==> config.mk <==
export PLATFORM = sky130hd
export DESIGN_NAME = rs_frame_tx
export DESIGN_NICKNAME = d
export VERILOG_FILES = /design/src/rtl/rs_frame_pkg.sv /design/src/rtl/rs_len_decode.sv /design/src/rtl/rs_lane.sv /design/src/rtl/rs_frame_tx.sv
export SDC_FILE = /design/constraint.sdc
export NUM_CORES = 1
export LEC_CHECK = 0
export BUFFER_PORTS_ARGS = -buffer_cell sky130_fd_sc_hd__buf_2
export CAP_MARGIN = 20
export CORE_MARGIN = 4
export CORE_UTILIZATION = 30
export DETAILED_ROUTE_END_ITERATION = 6
export REMOVE_ABC_BUFFERS = 1
export SLEW_MARGIN = 20
export SYNTH_ARGS = -nofsm -noshare
export SYNTH_HDL_FRONTEND = slang
export SYNTH_SLANG_ARGS = --single-unit
==> constraint.sdc <==
create_clock -name clk -period 2.7 [get_ports clk]
set_clock_uncertainty 0.15 [all_clocks]
set_input_delay 0.405 -clock clk [delete_from_list [all_inputs] [get_ports clk]]
set_output_delay 0.405 -clock clk [all_outputs]
set_load 0.01 [all_outputs]
==> src/rtl/rs_frame_pkg.sv <==
package rs_frame_pkg;
    typedef enum logic [1:0] {
        ST_IDLE = 2'd0,
        ST_TAG  = 2'd1,
        ST_DATA = 2'd2,
        ST_GAP  = 2'd3
    } lane_st_e;
endpackage

==> src/rtl/rs_len_decode.sv <==
module rs_len_decode #(
    parameter int RES_W  = 40,
    parameter int CODE_W = 3,
    parameter int STEP   = 8,
    parameter int CNT_W  = $clog2(RES_W + 1)
) (
    input  logic [CODE_W-1:0] code_i,
    output logic [CNT_W-1:0]  len_o
);
    localparam int SIZES = RES_W / STEP;

    // Codes below SIZES pick (code+1)*STEP; all larger codes pick the full width.
    always_comb begin
        if (int'(code_i) < SIZES) begin
            len_o = CNT_W'((int'(code_i) + 1) * STEP);
        end else begin
            len_o = CNT_W'(RES_W);
        end
    end
endmodule

==> src/rtl/rs_lane.sv <==
module rs_lane
    import rs_frame_pkg::*;
#(
    parameter int RES_W  = 40,
    parameter int CODE_W = 3,
    parameter int STEP   = 8
) (
    input  logic              clk,
    input  logic              rst_n,
    input  logic              valid_i,
    output logic              ready_o,
    input  logic [RES_W-1:0]  result_i,
    input  logic [CODE_W-1:0] code_i,
    output logic              strb_n_o,
    output logic              dat_o
);
    localparam int CNT_W = $clog2(RES_W + 1);

    typedef struct packed {
        lane_st_e         st;
        logic             strb_n;
        logic             dat;
        logic [RES_W-1:0] sh;
        logic [CNT_W-1:0] left;
        logic             gap2;
    } lane_t;

    lane_t            lane_d, lane_q;
    logic [CNT_W-1:0] len_w;
    logic             accept_w;

    rs_len_decode #(
        .RES_W (RES_W),
        .CODE_W(CODE_W),
        .STEP  (STEP),
        .CNT_W (CNT_W)
    ) u_len (
        .code_i(code_i),
        .len_o (len_w)
    );

    assign ready_o  = (lane_q.st == ST_IDLE) || ((lane_q.st == ST_GAP) && lane_q.gap2);
    assign accept_w = valid_i && ready_o;
    assign strb_n_o = lane_q.strb_n;
    assign dat_o    = lane_q.dat;

    always_comb begin
        lane_d = lane_q;
        unique case (lane_q.st)
            ST_IDLE: begin
                if (accept_w) begin
                    lane_d.st     = ST_TAG;
                    lane_d.strb_n = 1'b0;
                    lane_d.dat    = 1'b0;
                    lane_d.sh     = result_i;
                    lane_d.left   = len_w;
                    lane_d.gap2   = 1'b0;
                end
            end
            ST_TAG: begin
                lane_d.st   = ST_DATA;
                lane_d.dat  = lane_q.sh[0];
                lane_d.sh   = lane_q.sh >> 1;
                lane_d.left = lane_q.left - CNT_W'(1);
            end
            ST_DATA: begin
                if (lane_q.left == '0) begin
                    lane_d.st     = ST_GAP;
                    lane_d.strb_n = 1'b1;
                    lane_d.dat    = 1'b0;
                    lane_d.gap2   = 1'b0;
                end else begin
                    lane_d.dat  = lane_q.sh[0];
                    lane_d.sh   = lane_q.sh >> 1;
                    lane_d.left = lane_q.left - CNT_W'(1);
                end
            end
            ST_GAP: begin
                if (!lane_q.gap2) begin
                    lane_d.gap2 = 1'b1;
                end else if (accept_w) begin
                    lane_d.st     = ST_TAG;
                    lane_d.strb_n = 1'b0;
                    lane_d.dat    = 1'b0;
                    lane_d.sh     = result_i;
                    lane_d.left   = len_w;
                    lane_d.gap2   = 1'b0;
                end else begin
                    lane_d.st = ST_IDLE;
                end
            end
            default: lane_d = lane_q;
        endcase
    end

    always_ff @(posedge clk or negedge rst_n) begin
        if (!rst_n) begin
            lane_q        <= '0;
            lane_q.st     <= ST_IDLE;
            lane_q.strb_n <= 1'b1;
        end else begin
            lane_q <= lane_d;
        end
    end

    a_r8_data_quiet: assert property (@(posedge clk) disable iff (!rst_n)
        strb_n_o |-> !dat_o);

    a_r2_start_on_accept: assert property (@(posedge clk) disable iff (!rst_n)
        (valid_i && ready_o) |=> (!strb_n_o && !dat_o));

    a_r2_no_spurious_frame: assert property (@(posedge clk) disable iff (!rst_n)
        $fell(strb_n_o) |-> $past(valid_i && ready_o));

    a_r5_gap_two: assert property (@(posedge clk) disable iff (!rst_n)
        $rose(strb_n_o) |=> strb_n_o);

    a_r6_ready_only_high_strobe: assert property (@(posedge clk) disable iff (!rst_n)
        ready_o |-> strb_n_o);

    a_r4_len_legal: assert property (@(posedge clk) disable iff (!rst_n)
        (lane_q.st == ST_TAG) |-> (lane_q.left >= CNT_W'(STEP) && lane_q.left <= CNT_W'(RES_W)));
endmodule

==> src/rtl/rs_frame_tx.sv <==
module rs_frame_tx #(
    parameter int NUM_CH = 4,
    parameter int RES_W  = 40,
    parameter int CODE_W = 3,
    parameter int STEP   = 8
) (
    input  logic                       clk,
    input  logic                       rst_n,
    input  logic [NUM_CH-1:0]          in_valid,
    output logic [NUM_CH-1:0]          in_ready,
    input  logic [NUM_CH*RES_W-1:0]    in_result,
    input  logic [NUM_CH*CODE_W-1:0]   in_len,
    output logic [NUM_CH-1:0]          ser_strobe_n,
    output logic [NUM_CH-1:0]          ser_data
);
    // one fully separate lane per channel; only the clock and reset are shared.
    for (genvar ch = 0; ch < NUM_CH; ch++) begin : g_lane
        rs_lane #(
            .RES_W (RES_W),
            .CODE_W(CODE_W),
            .STEP  (STEP)
        ) u_lane (
            .clk     (clk),
            .rst_n   (rst_n),
            .valid_i (in_valid[ch]),
            .ready_o (in_ready[ch]),
            .result_i(in_result[ch*RES_W +: RES_W]),
            .code_i  (in_len[ch*CODE_W +: CODE_W]),
            .strb_n_o(ser_strobe_n[ch]),
            .dat_o   (ser_data[ch])
        );
    end
endmodule

==> results of run 1 <==
-- final cells by class --
type / count / area [µm²] / area share, %
Sequential cell: 204 / 5110 / 39.6
Multi-Input combinational cell: 669 / 4930 / 38.3
Timing Repair Buffer: 233 / 1410 / 10.9
Clock buffer: 37 / 711 / 5.51
Tap cell: 455 / 569 / 4.42
Inverter: 22 / 82.6 / 0.641
Clock inverter: 8 / 72.6 / 0.563
-- critical path, stage by stage, from the launching register on --
cell and delay, ns:
dfrtp_1 0.41, inv_1 0.13, ha_1 0.30, and4b_1 0.37
or2_2 0.33, buf_12 0.25, mux2_2 0.35
-- per-layer routing --
| metal | GRT usage, % | vias up | routed length, µm |
|---|---|---|---|
| li1 | - | 4002 | - |
| met1 | 18.5 | 4073 | 11900 |
| met4 | 2.51 | 4 | 441 |
| met5 | 0 | - | 26 |
| met3 | 3.04 | 27 | 1560 |
| met2 | 20.4 | 190 | 11900 |
-- kinds of logic after synthesis --
| group | Yosys count |
|---|---|
| AND/OR/NAND/NOR | 154 |
| AO/OA/AOI/OAI | 399 |
| buffers and inverters | 112 |
| adder cells (fa/ha/maj) | 31 |
| multiplexers | 85 |
| flip-flops | 204 |
-- synthesized netlist by cell type, types with 5 or more instances --
library cell,instances
o21ai_1,6
a22o_1,77
inv_1,22
mux2_4,33
nand2b_1,11
a31oi_1,7
buf_6,5
nor3_1,11
and3_1,7
clkbuf_1,53
o21ai_0,157
mux2_2,51
nand2_1,61
buf_2,18
o31ai_1,19
a21o_1,7
nor2_1,34
ha_1,31
dfrtp_1,200
nor2b_1,7
a21oi_1,9
a22oi_1,79
buf_4,12
-- repair_timing --
action	in CTS	in global routing
setup buffers	0	0
hold buffers	15	0
hold endpoints to repair	75	0
-- final timing paths --
kind                                        startpoint                     endpoint  cells past startpoint
max                        g_lane[0].u_lane.lane_q[49]  g_lane[0].u_lane.lane_q[35]                      6
min                                     in_result[134]  g_lane[3].u_lane.lane_q[21]                      3
max reg2reg                g_lane[0].u_lane.lane_q[49]  g_lane[0].u_lane.lane_q[35]                      6
min reg2reg                g_lane[3].u_lane.lane_q[41]  g_lane[3].u_lane.lane_q[41]                      2
max in group asynchronous                        rst_n    g_lane[1].u_lane.strb_n_o                      3
min in group asynchronous                        rst_n   g_lane[1].u_lane.lane_q[8]                      2
-- through the flow --
stage          utilization [%]  total power, mW  std cells  hold WS (ns)  area [µm²]
6_report                  37.2             14.2       1628        0.0312       12900
5_1_grt                   37.2             15.3       1628        0.0210       12900
4_1_cts                   37.2             14.4       1628       0.00191       12900
3_5_place_dp              34.5             11.0       1568         0.321       12000
3_3_place_gp              34.5             10.9       1568         0.312       12000
2_1_floorplan                -             9.19        895       -0.0406       10100
-- state kept, by name, indices dropped and copies added, names as in the netlist --
name                    count
g_lane.u_lane.lane_q      196
g_lane.u_lane.dat_o         4
g_lane.u_lane.strb_n_o      4
-- power groups by stage --
stage / Sequential [mW] / Combinational [mW] / Clock, mW
2_1_floorplan: 4.43 / 4.76 / 0
3_3_place_gp: 4.56 / 6.31 / 0
3_5_place_dp: 4.58 / 6.47 / 0
4_1_cts: 4.54 / 6.49 / 3.35
5_1_grt: 4.65 / 7.15 / 3.47
6_report: 4.54 / 6.45 / 3.20
==> results.json, run 1 <==
{
  "status": "complete, no violations",
  "period_minus_slack_ns": 2.42,
  "path_class": "reg -> reg",
  "gr-usage-all-layers_pct": 13.0,
  "postRouteAntennaNets": 0,
  "irDropWorstVdd_mv": 0.541,
  "grt_pass1_vias": 8323,
  "swShare_pct": 36.5,
  "die_h_um": 195,
  "worstPathRequired_ns": 2.95,
  "p_seq_share_pct": 32.0,
  "drv_slew": 0,
  "synth_ff_type": "dfrtp_1",
  "core_mm2": 0.0346,
  "power_density_mw_per_mm2": 1100,
  "ioPinCount": 190,
  "dpl.hpwl_um": 17600,
  "synth-seq-area-share_pct": 48.5,
  "antenna_found_initial": 2,
  "synth_area_per_cell_um2": 10.7,
  "path_clk_slew_ns": 0.06,
  "gp_routability_congestion": 0.779,
  "yosys-top-cells-area": "dfrtp_1, o21ai_0, a22o_1",
  "postCtsResizedCells": 0,
  "synthArstFlopShare_pct": 100,
  "grt_start_max_net_pins": 70,
  "max_freq_ghz": 0.413,
  "final_common_cell": "dfrtp_1",
  "n_antenna_cell": 0,
  "fin_crit_sh_pct": 89.8,
  "synth_cells": 985,
  "htree_levels": 1,
  "wl_per_cell_um": 15.9,
  "yosysTopAreaCell": "dfrtp_1",
  "end_kind": "register",
  "most-common-layout-cells": "dfrtp_1, buf_2, o21ai_0",
  "grt.overflow.total": 0,
  "start_kind": "register",
  "syn_to_final_growth_pct": 22.2,
  "routed-via-count": 8296,
  "vias_per_cell": 5.10,
  "syn_area_mm2": 0.0105,
  "synth-xor-area-share_pct": 0,
  "synth_compound_area_share_pct": 25.6,
  "fp.dieW_um": 195,
  "drcViolationCount": 0,
  "relSlewSlack_pct": 53.2,
  "worstPathMaxFanout": 23,
  "p_clk_share_pct": 22.6,
  "drt-initial-drc-count": 405,
  "muxShareOfSynthArea_pct": 10.2,
  "fin_setup_tns_ns": 0,
  "drt-total-wl_um": 25900,
  "combPwrFrac_pct": 45.4,
  "finalWorstSetupSlack_ns": 0.277,
  "cts.path.max_buffers": 3,
  "grt_pass1_wl_um": 42800,
  "setup_viol": 0,
  "ys_seq_elements": 204,
  "synth_edf_count": 0,
  "num_rows": 68,
  "r2r_slack_ns": 0.28,
  "rsz0062_at_grt": "no",
  "start_util_pct": 30.5,
  "p_leak_nw": 6.00,
  "drive_gt1_share_pct": 30.5,
  "numCtsBuffers": 25,
  "dp_slack_ns": 0.317,
  "cts_sinks": 204,
  "final_hold_viol_count": 0,
  "cellInternalPower_mw": 9.01,
  "synth-simple-area-share_pct": 7.06,
  "tightest_slew_ns": 0.702,
  "drv_cap": 0,
  "die-area_mm2": 0.0382,
  "firstDrtPassIters": 5,
  "cts_root_buffer": "clkbuf_16",
  "synth-warning-count": 0,
  "nNetsFinal": 1364,
  "port_buffers": 189,
  "synthAdderAreaFrac_pct": 3.68,
  "synth_top_family_by_area": "compound AO/OA/AOI/OAI gates",
  "tritoncts": "built",
  "n_fill_cell": 3397,
  "cp.arrival_ns": 2.67,
  "ys_types": 54,
  "insertion_delay_ns": 0.51,
  "p_switching_mw": 5.18,
  "worstHoldPathType": "in -> reg",
  "synth_top_area_share_pct": 47.5
}
Note: power is estimated with default switching activity, not from simulation.
==> run 2, diff against run 1 <==
==> constraint.sdc (replaced) <==
create_clock -name clk -period 2.9 [get_ports clk]
set_clock_uncertainty 0.15 [all_clocks]
set_input_delay 0.29 -clock clk [delete_from_list [all_inputs] [get_ports clk]]
set_output_delay 0.29 -clock clk [all_outputs]
set_load 0.01 [all_outputs]
==> results.json, run 2 (same netlist as run 1, synthesis figures left out) <==
{
  "status": "complete, no violations",
  "wl_per_cell_um": 15.7,
  "numCtsBuffers": 25,
  "most-common-layout-cells": "dfrtp_1, buf_2, dlygate4sd3_1",
  "dp.cells": 1565,
  "worstPathMaxFanout": 20,
  "drt-total-wl_um": 27900,
  "finalNonFillerCells": 1772,
  "drcViolationCount": 0,
  "fin_total_pwr_mw": 13.4,
  "hold_path_end": "g_lane[0].u_lane.lane_q[4]",
  "cts_sinks": 204,
  "power_density_mw_per_mm2": 936,
  "cp.arrival_ns": 2.71,
  "period_minus_slack_ns": 2.47,
  "ctsHoldBuffers": 162,
  "regToRegStartpoint": "g_lane[0].u_lane.lane_q[49]",
  "start_kind": "register",
  "max_freq_ghz": 0.406,
  "gr-usage-all-layers_pct": 14.0,
  "start_util_pct": 30.5,
  "gp_routability_congestion": 0.785,
  "final_hold_viol_count": 0,
  "irDropWorstVdd_mv": 0.661,
  "cts.path.max_buffers": 3,
  "htree_levels": 1,
  "top_register": "g_lane.u_lane.lane_q",
  "fp.dieW_um": 195,
  "p_leak_nw": 6.60,
  "antenna_found_initial": 0,
  "final_common_cell": "dfrtp_1",
  "routed-via-count": 8922,
  "path_class": "reg -> reg",
  "final_area_mm2": 0.0143,
  "setup_viol": 0,
  "die-area_mm2": 0.0382,
  "cts_root_buffer": "clkbuf_16",
  "path_clk_slew_ns": 0.06,
  "whs_path_depth": 4,
  "nNetsFinal": 1508,
  "post_cts_buffers": 0,
  "die_h_um": 195,
  "min-delay-start": "in_len[0]",
  "n_fill_cell": 3224,
  "grt_pass1_wl_um": 46300,
  "tritoncts": "built",
  "grt.overflow.total": 0,
  "vias_per_cell": 5.03,
  "insertion_delay_ns": 0.52,
  "post_dp_cell_area_mm2": 0.0119,
  "worstPathRequired_ns": 3.15,
  "drv_cap": 0,
  "firstDrtPassIters": 5,
  "grt_pass1_vias": 9114,
  "drv_slew": 0,
  "drive_gt1_share_pct": 27.0,
  "core_mm2": 0.0346,
  "tightest_slew_ns": 0.669,
  "rsz0062_at_grt": "no",
  "dpl.hpwl_um": 17200,
  "rr_worst_depth": 6,
  "drt-initial-drc-count": 456,
  "grt_start_max_net_pins": 74,
  "worstHoldPathType": "in -> reg",
  "largest_reg_flops": 196,
  "postRouteAntennaNets": 0,
  "r2r_slack_ns": 0.43,
  "n_antenna_cell": 0,
  "end_kind": "register",
  "syn_to_final_growth_pct": 35.9,
  "rr_endpoint": "g_lane[0].u_lane.lane_q[34]",
  "fin_crit_sh_pct": 85.0,
  "num_rows": 68,
  "relSlewSlack_pct": 55.0,
  "ioPinCount": 190,
  "postCtsResizedCells": 0,
  "port_buffers": 189,
  "whs_ns": 0.0296
}
-- run 2: cell types whose count changed in the layout (fill, tap and decap cells not counted), sizes merged --
cell,change
dlygate4sd3,+147
clkinv,+2
inv,-2
buf,-3
-- run 2: worst max path at each step --
| stage | slack (ns) | depth (start not counted) | end | startpoint |
|---|---|---|---|---|
| after floorplan | -1.67 | 4 | g_lane[3].u_lane.lane_q[3] | g_lane[3].u_lane.lane_q[4] |
| after global placement | 0.51 | 6 | g_lane[0].u_lane.lane_q[35] | g_lane[0].u_lane.lane_q[49] |
| after detailed placement | 0.45 | 6 | g_lane[0].u_lane.lane_q[35] | g_lane[0].u_lane.lane_q[49] |
| after CTS | 0.42 | 6 | g_lane[0].u_lane.lane_q[34] | g_lane[0].u_lane.lane_q[49] |
| after global routing | 0.24 | 6 | g_lane[0].u_lane.lane_q[34] | g_lane[0].u_lane.lane_q[49] |
| final | 0.43 | 6 | g_lane[0].u_lane.lane_q[34] | g_lane[0].u_lane.lane_q[49] |
-- run 2: critical path: stages, from the launching register on --
cell and delay, ns:
dfrtp_1 0.42, inv_1 0.14, ha_1 0.30, and4b_1 0.37
or2_2 0.38, buf_12 0.24, mux2_2 0.35
-- run 2: where the power goes --
part | internal [mW] | total, mW | switching (mW) | leakage (nW)
Clock | 1.80 | 2.99 | 1.20 | 0.394
Combinational | 3.01 | 6.18 | 3.17 | 3.55
Sequential | 3.72 | 4.24 | 0.512 | 2.66
-- run 2: metal layers --
metal  vias up  share of wire (%)  global-route usage [%]
met3        37                6.1                    2.62
met4         0                2.1                    3.23
met2       266                 47                    23.0
met1      4335                 45                    19.3
met5         -                  0                       0
li1       4284                  -                       -
-- run 2: through the flow --
step | setup slack [ns] | TNS, ns | utilization, %
final | 0.435 | 0 | 41.4
after global routing | 0.236 | 0 | 41.4
after CTS | 0.419 | 0 | 41.4
after detailed placement | 0.453 | 0 | 34.4
after global placement | 0.506 | 0 | 34.4
after floorplan | -1.67 | -126.88 | -
-- run 2: layout make-up --
type | instances | area (µm²) | area share [%]
clock buffer | 37 | 721 | 5.03
timing repair buffer | 377 | 2850 | 19.9
clock inverter | 8 | 65.1 | 0.454
multi-input combinational | 669 | 4930 | 34.4
sequential | 204 | 5110 | 35.7
tap | 455 | 569 | 3.97
inverter | 22 | 82.6 | 0.576
==> run 3, diff against run 2 <==
Settings changed: BUFFER_PORTS_ARGS -buffer_cell sky130_fd_sc_hd__buf_2 to default, DONT_BUFFER_PORTS from default to 1.
==> results.json, run 3 (same netlist as run 1, synthesis figures left out) <==
{
  "final_common_cell": "dfrtp_1",
  "port_buffers": 0,
  "drv_slew": 0,
  "fin_setup_tns_ns": 0,
  "largest_reg_flops": 196,
  "top_register": "g_lane.u_lane.lane_q",
  "drt-total-wl_um": 27200,
  "gr-usage-all-layers_pct": 13.7,
  "fin_crit_sh_pct": 90.3,
  "post_cts_buffers": 0,
  "relSlewSlack_pct": 46.6,
  "path_clk_slew_ns": 0.06,
  "num_rows": 68,
  "wl_per_cell_um": 16.9,
  "tritoncts": "built",
  "rsz0062_at_grt": "no",
  "path_class": "reg -> reg",
  "cts_sinks": 204,
  "postRouteAntennaNets": 0,
  "cts.path.max_buffers": 3,
  "routed-via-count": 8347,
  "die_h_um": 195,
  "fin_total_pwr_mw": 13.5,
  "cp-startpoint": "g_lane[2].u_lane.lane_q[49]",
  "worstPathRequired_ns": 3.14,
  "start_kind": "register",
  "drt-initial-drc-count": 401,
  "final_hold_viol_count": 204,
  "syn_to_final_growth_pct": 29.1,
  "postCtsResizedCells": 0,
  "core_mm2": 0.0346,
  "cp.arrival_ns": 2.86,
  "n_antenna_cell": 0,
  "drcViolationCount": 0,
  "irDropWorstVdd_mv": 0.894,
  "end_kind": "register",
  "p_leak_nw": 5.92,
  "regToRegStartpoint": "g_lane[2].u_lane.lane_q[49]",
  "die-area_mm2": 0.0382,
  "htree_levels": 1,
  "vias_per_cell": 5.20,
  "max_freq_ghz": 0.382,
  "worstHoldPathType": "in -> async",
  "drive_gt1_share_pct": 14.2,
  "period_minus_slack_ns": 2.62,
  "whs_ns": -0.691,
  "drv_cap": 0,
  "gp_routability_congestion": 0.806,
  "start_util_pct": 30.5,
  "violations": "hold timing",
  "fp.dieW_um": 195,
  "cts_root_buffer": "clkbuf_16",
  "power_density_mw_per_mm2": 989,
  "antenna_found_initial": 0,
  "numCtsBuffers": 25,
  "status": "finished with violations",
  "grt_start_max_net_pins": 205,
  "insertion_delay_ns": 0.53,
  "rr_endpoint": "g_lane[2].u_lane.lane_q[5]",
  "finalWorstSetupSlack_ns": 0.283,
  "tightest_slew_ns": 0.801,
  "dpl.hpwl_um": 16500,
  "ioPinCount": 190,
  "grt.overflow.total": 0,
  "nNetsFinal": 1340,
  "grt_pass1_wl_um": 44900,
  "ctsHoldBuffers": 186,
  "dp_slack_ns": 0.585,
  "most-common-layout-cells": "dfrtp_1, dlygate4sd3_1, o21ai_0",
  "rr_worst_depth": 8,
  "setup_viol": 0,
  "firstDrtPassIters": 5,
  "worstPathMaxFanout": 11,
  "grt_pass1_vias": 8604,
  "r2r_slack_ns": 0.28
}
[run 3: worst max path at each step]
stage / to / slack, ns / depth (start not counted)
6_report: g_lane[2].u_lane.lane_q[5] / 0.28 / 8
5_1_grt: g_lane[2].u_lane.lane_q[5] / 0.08 / 8
4_1_cts: g_lane[2].u_lane.lane_q[5] / 0.24 / 8
3_5_place_dp: g_lane[1].u_lane.lane_q[16] / 0.59 / 7
3_3_place_gp: g_lane[0].u_lane.lane_q[21] / 0.66 / 6
2_1_floorplan: g_lane[3].u_lane.lane_q[3] / -1.67 / 4
[run 3: per-stage QoR]
step	instances	utilization (%)	instance area, µm²
5_1_grt	1605	39.3	13600
6_report	1605	39.3	13600
2_1_floorplan	895	-	10100
3_3_place_gp	1373	31.6	10900
4_1_cts	1605	39.3	13600
3_5_place_dp	1373	31.6	10900
[run 3: layout make-up]
type,count,area [µm²]
Fill cell,3308,21000
Tap cell,455,569
Clock buffer,40,752
Timing Repair Buffer,209,2110
Sequential cell,204,5110
Inverter,22,82.6
Multi-Input combinational cell,669,4930
Clock inverter,6,58.8
[run 3: metal layers]
metal  up-vias  routed length [µm]  GRT usage (%)
li1       3957                   -              -
met4         0                 564           3.67
met2       224               12900           22.3
met5         -                   0              0
met3        45                1610           2.85
met1      4121               12100           18.6
[run 3: worst max-delay path: stages (launching register included)]
cell,delay [ns]
dfrtp_1,0.41
inv_1,0.10
ha_1,0.23
o211ai_1,0.18
nand2b_1,0.34
buf_4,0.30
a31oi_1,0.15
dlygate4sd3_1,0.55
o21ai_0,0.07
[run 3: power breakdown]
group | internal [mW] | switching, mW | total (mW)
logic | 3.00 | 3.12 | 6.12
clock network | 1.86 | 1.24 | 3.09
registers | 3.73 | 0.535 | 4.26
